==> config.mk <==
export PLATFORM = sky130hd
export DESIGN_NAME = tag_reply_window_monitor
export DESIGN_NICKNAME = d
export VERILOG_FILES = /design/src/rtl/rwm_pkg.sv /design/src/rtl/rwm_edge.sv /design/src/rtl/rwm_limits.sv /design/src/rtl/rwm_timer.sv /design/src/rtl/tag_reply_window_monitor.sv
export SDC_FILE = /design/constraint.sdc
export NUM_CORES = 1
export LEC_CHECK = 0
export BUFFER_PORTS_ARGS = -buffer_cell sky130_fd_sc_hd__buf_2
export CORE_MARGIN = 10
export CORE_UTILIZATION = 52
export CTS_BUF_LIST = sky130_fd_sc_hd__clkbuf_4
export DETAILED_ROUTE_END_ITERATION = 12
export MAX_ROUTING_LAYER = met4
export PLACE_DENSITY = 0.73
export SLEW_MARGIN = 20
export SYNTH_ARGS = -nofsm -noshare
export SYNTH_HDL_FRONTEND = slang
export SYNTH_SLANG_ARGS = --single-unit
==> constraint.sdc <==
create_clock -name clk -period 13.65 [get_ports clk]
set_input_delay 2.0475 -clock clk [delete_from_list [all_inputs] [get_ports clk]]
set_output_delay 2.0475 -clock clk [all_outputs]
set_load 0.005 [all_outputs]
==> src/rtl/rwm_pkg.sv <==
// Shared definitions for the tag reply window monitor.
// Assumes a single clock domain; all widths are derived from TICK_W.
package rwm_pkg;
    typedef enum logic {
        ST_IDLE  = 1'b0,
        ST_ARMED = 1'b1
    } rwm_state_e;

    // Extra bits needed so that 10*period*(1+tol)+margin never wraps.
    localparam int unsigned LIM_EXTRA = 6;
endpackage

==> src/rtl/rwm_edge.sv <==
// Rising-edge detector for a bundle of already-synchronous lines.
// Assumes inputs are sampled on clk; one cycle of latency-free detection.
module rwm_edge #(
    parameter int unsigned WIDTH = 2
) (
    input  logic             clk,
    input  logic             rst_n,
    input  logic [WIDTH-1:0] sig_in,
    output logic [WIDTH-1:0] rise
);
    logic [WIDTH-1:0] prev_q;

    for (genvar g = 0; g < WIDTH; g++) begin : g_line
        // Remember last sampled level of this line.
        always_ff @(posedge clk) begin
            if (!rst_n) prev_q[g] <= 1'b0;
            else        prev_q[g] <= sig_in[g];
        end
        // Rise = high now, low at the previous edge.
        assign rise[g] = sig_in[g] & ~prev_q[g];
    end
endmodule

==> src/rtl/rwm_limits.sv <==
// Computes the lower and upper acceptance limits from link configuration.
// Assumes configuration is quasi-static; results are registered once.
module rwm_limits #(
    parameter int unsigned TICK_W = 16,
    parameter int unsigned TOL_W  = 8,
    localparam int unsigned LW    = TICK_W + rwm_pkg::LIM_EXTRA
) (
    input  logic              clk,
    input  logic              rst_n,
    input  logic [TICK_W-1:0] cfg_rtcal,
    input  logic [TICK_W-1:0] cfg_link_period,
    input  logic [TOL_W-1:0]  cfg_tol,
    input  logic [TICK_W-1:0] cfg_margin,
    output logic [LW-1:0]     lo_lim,
    output logic [LW-1:0]     hi_lim
);
    localparam int unsigned PW = LW + TOL_W;

    logic [LW-1:0] ten_per;
    logic [LW-1:0] nominal;
    logic [PW-1:0] prod;
    logic [LW-1:0] dev;
    logic [LW-1:0] lo_raw;
    logic [LW-1:0] margin_x;
    logic [LW-1:0] lo_next;
    logic [LW-1:0] hi_next;

    // Nominal delay: larger of calibration length and ten link periods.
    always_comb begin
        ten_per = (LW'(cfg_link_period) << 3) + (LW'(cfg_link_period) << 1);
        nominal = (LW'(cfg_rtcal) > ten_per) ? LW'(cfg_rtcal) : ten_per;
    end

    // Tolerance deviation, truncated toward zero.
    always_comb begin
        prod = PW'(nominal) * PW'(cfg_tol);
        dev  = LW'(prod >> TOL_W);
    end

    // Window edges with margin; lower edge clamped at zero.
    always_comb begin
        margin_x = LW'(cfg_margin);
        lo_raw   = nominal - dev;
        lo_next  = (lo_raw > margin_x) ? (lo_raw - margin_x) : '0;
        hi_next  = nominal + dev + margin_x;
    end

    // Register the limits to keep the multiply off the compare path.
    always_ff @(posedge clk) begin
        if (!rst_n) begin
            lo_lim <= '0;
            hi_lim <= '0;
        end else begin
            lo_lim <= lo_next;
            hi_lim <= hi_next;
        end
    end
endmodule

==> src/rtl/rwm_timer.sv <==
// Delay counter and classifier. Arms on an envelope rise, restarts on
// every later envelope rise, and ends on a response rise or on overrun.
// Assumes hi_lim+1 fits in LW bits (guaranteed by the limit widths).
module rwm_timer #(
    parameter int unsigned LW = 22
) (
    input  logic          clk,
    input  logic          rst_n,
    input  logic          env_rise,
    input  logic          resp_rise,
    input  logic [LW-1:0] lo_lim,
    input  logic [LW-1:0] hi_lim,
    output logic          res_valid,
    output logic          res_early,
    output logic          res_ok,
    output logic          res_late,
    output logic [LW-1:0] res_count,
    output logic          armed
);
    import rwm_pkg::*;

    rwm_state_e    state_q;
    logic [LW-1:0] cnt_q;
    logic          finish;

    // A measurement ends on a reply or once the count has passed the top.
    assign finish = (state_q == ST_ARMED) && !env_rise &&
                    (resp_rise || (cnt_q > hi_lim));
    assign armed  = (state_q == ST_ARMED);

    // State and counter: envelope rise always restarts the count.
    always_ff @(posedge clk) begin
        if (!rst_n) begin
            state_q <= ST_IDLE;
            cnt_q   <= '0;
        end else if (env_rise) begin
            state_q <= ST_ARMED;
            cnt_q   <= LW'(1);
        end else if (finish) begin
            state_q <= ST_IDLE;
            cnt_q   <= '0;
        end else if (state_q == ST_ARMED) begin
            cnt_q   <= cnt_q + LW'(1);
        end
    end

    // Result registers: one-cycle strobe, cleared otherwise.
    always_ff @(posedge clk) begin
        if (!rst_n || !finish) begin
            res_valid <= 1'b0;
            res_early <= 1'b0;
            res_ok    <= 1'b0;
            res_late  <= 1'b0;
            res_count <= '0;
        end else begin
            res_valid <= 1'b1;
            res_early <= (cnt_q < lo_lim);
            res_ok    <= (cnt_q >= lo_lim) && (cnt_q <= hi_lim);
            res_late  <= (cnt_q > hi_lim);
            res_count <= cnt_q;
        end
    end
endmodule

==> src/rtl/tag_reply_window_monitor.sv <==
// Top level: checks the tag reply delay against a run-time window.
// Assumes env_in and resp_in are already synchronous to clk.
module tag_reply_window_monitor #(
    parameter int unsigned TICK_W = 16,
    parameter int unsigned TOL_W  = 8,
    localparam int unsigned LW    = TICK_W + rwm_pkg::LIM_EXTRA
) (
    input  logic              clk,
    input  logic              rst_n,
    input  logic              env_in,
    input  logic              resp_in,
    input  logic [TICK_W-1:0] cfg_rtcal,
    input  logic [TICK_W-1:0] cfg_link_period,
    input  logic [TOL_W-1:0]  cfg_tol,
    input  logic [TICK_W-1:0] cfg_margin,
    output logic              res_valid,
    output logic              res_early,
    output logic              res_ok,
    output logic              res_late,
    output logic [LW-1:0]     res_count
);
    logic [1:0]    rises;
    logic [LW-1:0] lo_lim;
    logic [LW-1:0] hi_lim;
    logic          armed;

    rwm_edge #(.WIDTH(2)) u_edge (
        .clk    (clk),
        .rst_n  (rst_n),
        .sig_in ({resp_in, env_in}),
        .rise   (rises)
    );

    rwm_limits #(.TICK_W(TICK_W), .TOL_W(TOL_W)) u_limits (
        .clk             (clk),
        .rst_n           (rst_n),
        .cfg_rtcal       (cfg_rtcal),
        .cfg_link_period (cfg_link_period),
        .cfg_tol         (cfg_tol),
        .cfg_margin      (cfg_margin),
        .lo_lim          (lo_lim),
        .hi_lim          (hi_lim)
    );

    rwm_timer #(.LW(LW)) u_timer (
        .clk       (clk),
        .rst_n     (rst_n),
        .env_rise  (rises[0]),
        .resp_rise (rises[1]),
        .lo_lim    (lo_lim),
        .hi_lim    (hi_lim),
        .res_valid (res_valid),
        .res_early (res_early),
        .res_ok    (res_ok),
        .res_late  (res_late),
        .res_count (res_count),
        .armed     (armed)
    );
endmodule

==> run summary, run 1 <==
Max-capacitance violation count -> 0
DRC viols -> 0
Sequential area share after synthesis -> 0.143
Syn-to-layout area delta -> 11.0%
Arr. time, crit path -> 13.33 ns
Max Fclk -> 0.0770 GHz
Vias in the first global route -> 11.4k
Worst stage delay on the critical path -> 0.55 ns
Initial Util -> 0.530
Max-Slew Margin vs Limit -> 0.277
Final worst slack -> 0.659 ns
Clock Sinks -> 95
Async SR Flop Fraction -> 0
WHS Endpoint -> u_timer.res_count[21]
Final wirelength -> 31.6 mm
Via Count -> 10.9k
Post-DRT Antenna Nets -> 0
Total CTS buffers -> 9
Chip Width -> 180 um
EDFF count, synth -> 0
Final Hold Vio Count -> 0
Die area -> 0.0325 mm2
Worst R2R Start -> u_timer.cnt_q[3]
Max Slew Vio Count -> 0
Mapped Cells -> 1584
HPWL after DPL -> 26.8 mm
Syn avg cell area -> 8.42 um2
Syn Nets -> 1955
Clock Tree Root -> clkbuf_4
Die height -> 180 um
Cell area after synthesis -> 0.0133 mm2
First-pass detailed-route iteration total -> 5
CTS tree -> done
Mean routed wirelength per cell -> 15.4 um
H-tree depth -> 3
Row count -> 58
Gpl congestion -> 0.936
Crit Path Category -> primary input to flop
Gr usage total -> 0.198
Pin count of the biggest net entering global routing -> 24
Warnings from Yosys -> 0
FF-to-FF setup slack -> 10.10 ns
Clk_lat worst skew -> 0.46 ns
Actual slew at the worst max-slew pin -> 1.08 ns
Worst-path clk slew -> 0.14 ns
Critical Path RT -> 13.99 ns
WHS Path Cells -> 1
Final nets -> 2080
Number of vias per cell -> 5.33
Flops & latches, synth -> 95
Antenna violations before repair -> 1
Critical R2R Capture -> u_timer.res_count[6]
Unique masters post-synth -> 68
Pre-CTS setup slack -> -0.244 ns
Final setup viols -> 0
Ys flop type -> dfxtp_1
DP Area -> 0.0145 mm2
Layout cells sized above 1 -> 0.117
Design area -> 0.0148 mm2
Core footprint -> 0.0252 mm2
Gr ovfl total -> 0
Most frequent CP cell -> a21o_1
Fin crit period -> 12.99 ns
CP Launch Type -> primary input
CTS Buffer Depth -> 2
Worst R2R Path Depth -> 12
I/O Buffers -> 85
WHS -> 0.553 ns
Worst min-delay path class -> flop to flop
Initial DRC count -> 595
Io pins -> 86
Run status -> finished clean
Final Cycle Share -> 0.952
Clock skew -> 0.0197 ns
Max FO, Critical Path -> 19
HP Start -> u_timer.cnt_q[21]
First-pass GRT wire length -> 53.4 mm
Crit. End Element -> flop
Max stage delay cell, worst path -> fa_1
-- metrics by stage --
step                      utilization  cells  setup TNS, ns
after CTS                       0.581   2036              0
after global placement          0.574   2020              0
after global routing            0.588   2045         -0.914
final                           0.588   2045              0
after floorplan                     -   1584              0
after detailed placement        0.574   2020          -4.43
-- cells by family (layout without fill, tap and decap cells) --
family,count (synthesis),count (layout),share of synthesized area
muxes,16,16,0.0127
xor gates and xnor gates,108,108,0.0725
DFF,95,95,0.143
and+or+nand+nor,497,498,0.192
AOI/OAI and AO/OA,277,277,0.138
other,0,1,0
buffers and inverters,280,409,0.0791
adders and majority gates,311,311,0.363
-- worst max-delay path: cells and delay by family --
kind                       cells  cell delay [ns]
buffers and inverters          7             0.69
adders and majority gates      9             3.44
AOI/OAI and AO/OA             22             3.88
and+or+nand+nor               17             2.88
xor gates and xnor gates       3             0.34
-- registers in the layout, summed over array words and instances (netlist names) --
| name | count |
|---|---|
| u_timer.cnt_q | 22 |
| u_limits.lo_lim | 22 |
| u_timer.res_count | 22 |
| u_limits.hi_lim | 22 |
| u_timer.res_ok | 1 |
| u_timer.res_early | 1 |
| u_timer.armed | 1 |
| u_timer.res_late | 1 |
| u_edge.prev_q | 2 |
| u_timer.res_valid | 1 |
-- routing by layer --
metal / global-route usage / vias up / part of all wire
met1: 0.235 / 5175 / 0.45
met5: - / - / 0
met2: 0.354 / 197 / 0.50
li1: - / 5499 / -
met4: 0.0423 / 0 / 0.017
met3: 0.0191 / 35 / 0.031
-- final cells by class --
class / count / area (um2)
Antenna cell: 1 / 2.50
Multi-Input combinational cell: 1210 / 10500
Fill cell: 2262 / 10400
Timing Repair Buffer: 144 / 887
Sequential cell: 95 / 1900
Inverter: 249 / 935
Clock buffer: 9 / 67.6
Tap cell: 330 / 413
Clock inverter: 7 / 96.3
-- Yosys cell counts, types with 6 or more instances --
cell	instances	area, um2
inv_1	248	931
ha_1	184	2300
fa_1	127	2540
nor2_1	110	413
nand2_1	102	383
dfxtp_1	95	1900
a21oi_1	88	440
nor2b_1	80	500
and2_1	67	419
xnor2_1	61	534
a21o_1	48	360
xor2_1	45	394
o21ai_0	34	170
nor3_1	30	150
clkbuf_1	28	105
nand3_1	28	140
nand4_1	22	138
o21a_1	17	128
o21bai_1	17	128
nand2b_1	16	100
and3_1	13	81.3
mux2i_1	12	120
a31oi_1	10	62.6
o211ai_1	9	67.6
a211oi_1	7	52.6
nor4_1	6	37.5
o31ai_1	6	45.0
or3_1	6	37.5
-- cells in the final DEF, fill, tap and decap left out, drive strengths merged, types with 67 or more instances in the layout --
cell	instances
and2	67
nor2	110
nand2	103
a21oi	88
ha	184
dfxtp	95
buf	144
inv	249
fa	127
nor2b	80
-- worst max path at each step --
| stage | from | to | slack (ns) | depth (start not counted) |
|---|---|---|---|---|
| floorplan | cfg_link_period[0] | u_limits.lo_lim[10] | 0.002 | 58 |
| global placement | cfg_link_period[0] | u_limits.lo_lim[13] | 0.13 | 54 |
| detailed placement | cfg_link_period[2] | u_limits.lo_lim[18] | -0.24 | 57 |
| CTS | cfg_link_period[2] | u_limits.lo_lim[18] | 0.24 | 57 |
| global route | cfg_link_period[2] | u_limits.lo_lim[18] | -0.07 | 60 |
| finish | cfg_link_period[3] | u_limits.lo_lim[18] | 0.66 | 58 |
-- what timing repair did --
action                                  in CTS  in global routing
endpoints found under the setup margin       0                 22
hold buffers                                 0                  0
setup buffers                                0                  7
resized for setup                            0                 32
Power of run 1 is not shown: default switching activity piles up to over one toggle a cycle in this logic, so the estimate is an artifact.
==> run 2, diff against run 1 <==
clock period = 11.4 ns   (was 13.65 ns; I/O delays follow)
==> run 2 against run 1 <==
Effect of this change: the run now ends with setup timing left; sequential share of layout area is 2.4 points lower; global-route usage is 2.2 points higher; die area stayed put; count of clock-buffer cells in the layout is 1 higher; sequential cell count stayed put; critical endpoint is now u_limits.lo_lim[13]; highest routed layer unchanged.
==> run summary, run 2 (same netlist as run 1, synthesis figures left out) <==
CP Launch Type -> primary input
Mean routed wirelength per cell -> 16.0 um (+3.3%)
Pre-CTS setup slack -> -1.30 ns (-1.05 ns)
Final setup viols -> 22 (+22)
Total CTS buffers -> 9 (unchanged)
Final Cycle Share -> 1.06
Placed Cells incl. Taps -> 2276 (+13%)
Core footprint -> 0.0252 mm2 (unchanged)
Area occupied by multi-input gates -> 0.0116 mm2 (+9.9%)
Vias in the first global route -> 13.0k (+14%)
Critical Path RT -> 11.73 ns (-2.26 ns)
Final nets -> 2381 (+14%)
Row count -> 58 (unchanged)
Max FO, Critical Path -> 6 (-13)
Commonest non-fill, non-tap cell in the layout -> buf_4
Failing checks -> setup timing
Gpl congestion -> 0.924 (-1.3%)
Delay-heaviest family, CP -> compound AO/OA/AOI/OAI gates
CTS tree -> done
Max-Slew Margin vs Limit -> 0.467 (+0.190)
Most frequent cells in the layout -> buf_4 (340), inv_1 (239), ha_1 (154), fa_1 (120), dfxtp_1 (95)
Chip Width -> 180 um (unchanged)
Max-capacitance violation count -> 0 (unchanged)
FF-to-FF setup slack -> 7.98 ns (-2.12 ns)
RSZ-0062 raised after global routing -> true
Initial Util -> 0.530 (unchanged)
Clk_lat worst skew -> 0.45 ns (about the same)
Layout cells sized above 1 -> 0.317 (+0.201)
Final Hold Vio Count -> 0 (unchanged)
Worst stage delay on the critical path -> 0.51 ns (-0.04 ns)
HPWL after DPL -> 29.4 mm (+9.9%)
Die area -> 0.0325 mm2 (unchanged)
Final wirelength -> 37.4 mm (+18%)
First-pass GRT wire length -> 59.5 mm (+11%)
# fillers -> 1801 (-20%)
Max stage delay cell, worst path -> fa_1
Die height -> 180 um (unchanged)
Crit Path Category -> primary input to flop
Crit. End Element -> flop
Clock Sinks -> 95 (unchanged)
Fin crit period -> 12.03 ns
Pin count of the biggest net entering global routing -> 24 (unchanged)
Via Count -> 12.5k (+15%)
Number of vias per cell -> 5.33 (-0.14%)
Clock Tree Root -> clkbuf_4
Buf+Inv Stages, Crit Path -> 14 (+7)
Max Slew Vio Count -> 0 (unchanged)
Post-route non-filler standard cell count -> 2345 (+15%)
FF+latch area -> 0.00190 mm2 (unchanged)
Io pins -> 86 (unchanged)
Actual slew at the worst max-slew pin -> 0.799 ns (-0.276 ns)
Syn-to-layout area delta -> 36.6%
First-pass detailed-route iteration total -> 7 (+2)
Post-DRT Antenna Nets -> 0 (unchanged)
CTS Buffer Depth -> 2 (unchanged)
Run status -> complete, but fails checks
Worst-path clk slew -> 0.13 ns (about the same)
I/O Buffers -> 85 (unchanged)
Arr. time, crit path -> 12.36 ns (-0.97 ns)
Clock skew -> 0.0136 ns (-0.00608 ns)
Final worst slack -> -0.634 ns (-1.29 ns)
Post-CTS Hold Buffers -> 0 (unchanged)
Initial DRC count -> 650 (+9.2%)
Gr usage total -> 0.220 (+0.0222)
Max Fclk -> 0.0831 GHz
Gr ovfl total -> 0 (unchanged)
H-tree depth -> 3 (unchanged)
Antenna violations before repair -> 1 (unchanged)
Worst min-delay path class -> flop to flop
DRC viols -> 0 (unchanged)
==> run 2: changes by cell type in the layout (fill, tap and decap cells not counted), sizes merged <==
| cell | delta |
|---|---|
| buf | +301 |
| bufinv | -1 |
| clkbuf | +1 |
| clkinv | +1 |
| clkinvlp | -1 |
| inv | -1 |
==> run 2: worst paths after layout <==
kind / from / end / cells after the start
max: cfg_link_period[2] / u_limits.lo_lim[13] / 62
min: u_timer.cnt_q[21] / u_timer.res_count[21] / 1
max reg2reg: u_timer.cnt_q[3] / u_timer.res_count[10] / 12
min reg2reg: u_timer.cnt_q[21] / u_timer.res_count[21] / 1
==> run 2: per-layer routing <==
layer,wire length (um),global-route usage,up-vias
met5,0,-,-
li1,-,-,6087
met2,19600,0.403,299
met1,15200,0.243,6013
met4,1280,0.0732,0
met3,1380,0.0229,89
==> run 2: worst reg2reg max path, stage by stage (launching register included) <==
cell and delay, ns:
dfxtp_1 0.50, ha_1 0.31, a21o_1 0.18, a21o_1 0.16
a221oi_1 0.28, o21a_1 0.20, o21ai_0 0.09, nand2b_1 0.07
a21oi_1 0.06, o31ai_1 0.36, a21boi_1 0.56, nor2_2 0.29
and2_1 0.25
==> run 2: through the flow <==
step	TNS (ns)	hold slack, ns	util	cell area (um2)
6_report	-12.85	0.546	0.724	18200
3_5_place_dp	-32.87	0.528	0.666	16800
3_3_place_gp	-24.09	0.523	0.666	16800
4_1_cts	-9.01	0.546	0.696	17500
5_1_grt	-25.41	0.560	0.724	18200
2_1_floorplan	-11.98	0.483	-	13700
==> run 2: area by class of cell <==
class                      count  share of cell area
antenna                        1            0.000137
clock buffer                  10             0.00412
clock inverter                 5             0.00275
inverter                     249              0.0513
multi-input combinational   1210               0.634
sequential                    95               0.104
tap                          330              0.0227
timing repair buffer         445               0.181
==> run 2: timing repair <==
action	in CTS	in global routing
hold endpoints to repair	0	0
gates cloned	3	0
resized for setup	87	102
setup buffers	33	23
pin swaps	51	80
endpoints found under the setup margin	28	32
Power of run 2 is left out for the same reason.
==> run 3, diff against run 2 <==
--- a/config.mk
+++ b/config.mk
@@ -10,3 +10,2 @@
 export CORE_UTILIZATION = 52
-export CTS_BUF_LIST = sky130_fd_sc_hd__clkbuf_4
 export DETAILED_ROUTE_END_ITERATION = 12
==> constraint.sdc (replaced) <==
create_clock -name clk -period 11.4 [get_ports clk]
set_input_delay 1.14 -clock clk [delete_from_list [all_inputs] [get_ports clk]]
set_output_delay 1.14 -clock clk [all_outputs]
set_load 0.005 [all_outputs]
==> run 3 against run 2 <==
Effect of this change: the flow still finishes with violations (setup timing); sequential share of layout area up 0.39 points; global-route usage down 0.42 points; fmax up 4.3%; final cell count down 3.7%; non-clock buffer count down 87; via count down 3.6%; critical endpoint is now u_limits.lo_lim[8]; highest routed layer unchanged.
==> run summary, run 3 (same netlist as run 1, synthesis figures left out) <==
Worst stage delay on the critical path -> 0.54 ns (+0.03 ns)
Buf+Inv Stages, Crit Path -> 14 (unchanged)
Max-capacitance violation count -> 0 (unchanged)
Antenna violations before repair -> 0 (-1)
Max-Slew Margin vs Limit -> 0.336 (-0.131)
Most frequent cells in the layout -> buf_4 (260), inv_1 (239), ha_1 (159), fa_1 (124), dfxtp_1 (95)
Max stage delay cell, worst path -> fa_1
DP Area -> 0.0161 mm2 (-3.8%)
Final worst slack -> -0.136 ns (+0.497 ns)
Gpl congestion -> 0.942 (+1.9%)
Die height -> 180 um (unchanged)
Mean routed wirelength per cell -> 16.0 um (about the same)
HPWL after DPL -> 28.7 mm (-2.4%)
Via Count -> 12.0k (-3.6%)
Total CTS buffers -> 9 (unchanged)
Number of vias per cell -> 5.33 (about the same)
Final Hold Vio Count -> 0 (unchanged)
Failing checks -> setup timing
Worst-path clk slew -> 0.07 ns (-0.06 ns)
RSZ-0062 raised after global routing -> true
Setup tns final -> -2.55 ns (+10.30 ns)
Design area -> 0.0176 mm2 (-3.6%)
Max Fclk -> 0.0867 GHz (+4.3%)
Initial DRC count -> 546 (-16%)
Syn-to-layout area delta -> 31.6%
Fin crit period -> 11.54 ns (-0.497 ns)
Clock Tree Root -> clkbuf_16
Max FO, Critical Path -> 5 (-1)
Run status -> complete, but fails checks
Die area -> 0.0325 mm2 (unchanged)
CP Launch Type -> primary input
Layout cells sized above 1 -> 0.277 (-0.0403)
Chip Width -> 180 um (unchanged)
First-pass GRT wire length -> 58.4 mm (-1.8%)
Clk_lat worst skew -> 0.35 ns (-0.10 ns)
H-tree depth -> 3 (unchanged)
Gr ovfl total -> 0 (unchanged)
Commonest non-fill, non-tap cell in the layout -> buf_4
Critical Path RT -> 11.64 ns (-0.09 ns)
Pre-CTS setup slack -> -0.659 ns (+0.640 ns)
Antenna diode count -> 0 (-1)
Clock skew -> 0.00714 ns (-0.00649 ns)
I/O Buffers -> 85 (unchanged)
Worst min-delay path class -> flop to flop
Pin count of the biggest net entering global routing -> 24 (unchanged)
Max Slew Vio Count -> 0 (unchanged)
CTS tree -> done
CTS Buffer Depth -> 2 (unchanged)
Vias in the first global route -> 12.7k (-2.1%)
Core footprint -> 0.0252 mm2 (unchanged)
Crit Path Category -> primary input to flop
Post-DRT Antenna Nets -> 0 (unchanged)
DRC viols -> 0 (unchanged)
Delay-heaviest family, CP -> adder cells
Gr usage total -> 0.216 (-0.00421)
Final nets -> 2294 (-3.7%)
Final wirelength -> 36.1 mm (-3.7%)
Final setup viols -> 22 (unchanged)
Final Cycle Share -> 1.01 (-0.0436)
Io pins -> 86 (unchanged)
Clock Sinks -> 95 (unchanged)
Initial Util -> 0.530 (unchanged)
Post-CTS Hold Buffers -> 0 (unchanged)
First-pass detailed-route iteration total -> 5 (-2)
Crit. End Element -> flop
Row count -> 58 (unchanged)
# fillers -> 1954 (+8.5%)
Arr. time, crit path -> 11.77 ns (-0.59 ns)
Actual slew at the worst max-slew pin -> 0.992 ns (+0.194 ns)
## run 3: worst paths after layout
check,cells past startpoint,from,to,slack [ns]
setup / recovery,61,cfg_link_period[2],u_limits.lo_lim[8],-0.14
hold / removal,1,u_timer.cnt_q[21],u_timer.res_count[21],0.55
setup reg to reg,12,u_timer.cnt_q[3],u_timer.res_count[9],7.93
hold reg to reg,1,u_timer.cnt_q[21],u_timer.res_count[21],0.55
## run 3: what timing repair did
action	CTS	global route
endpoints found under the setup margin	22	31
cloned	1	2
endpoints found under the hold margin	0	0
pin swaps	50	74
buffers inserted	28	20
resized for setup	53	119
## run 3: routing by layer
layer	vias to the layer above	wire length, um	track usage
met5	-	0	-
met1	5767	15000	0.242
met4	0	1190	0.0692
li1	5915	-	-
met3	81	1120	0.0229
met2	270	18700	0.392
## run 3: cell type report
| cell class | instances | area, um2 | share of cell area |
|---|---|---|---|
| well taps | 330 | 413 | 0.0235 |
| clock buffers | 11 | 253 | 0.0144 |
| repair buffers | 358 | 2650 | 0.151 |
| flip-flops and latches | 95 | 1900 | 0.108 |
| inverters | 249 | 937 | 0.0534 |
| clock inverters | 5 | 41.3 | 0.00235 |
| multi-input cells | 1210 | 11400 | 0.647 |
## run 3: worst register-to-register path: cells and delay by family (launching register included)
| family | cells | cell delay, ns |
|---|---|---|
| AO/OA/AOI/OAI | 8 | 1.97 |
| AND/OR/NAND/NOR | 3 | 0.63 |
| flip-flops | 1 | 0.48 |
| adder cells (fa/ha/maj) | 1 | 0.30 |
## run 3: through the flow
stage	instances	util	hold slack, ns
5_1_grt	2258	0.697	0.575
4_1_cts	2238	0.671	0.547
3_5_place_dp	2193	0.640	0.536
3_3_place_gp	2193	0.640	0.526
2_1_floorplan	1584	-	0.483
6_report	2258	0.697	0.547
Power of run 3 is left out for the same reason.
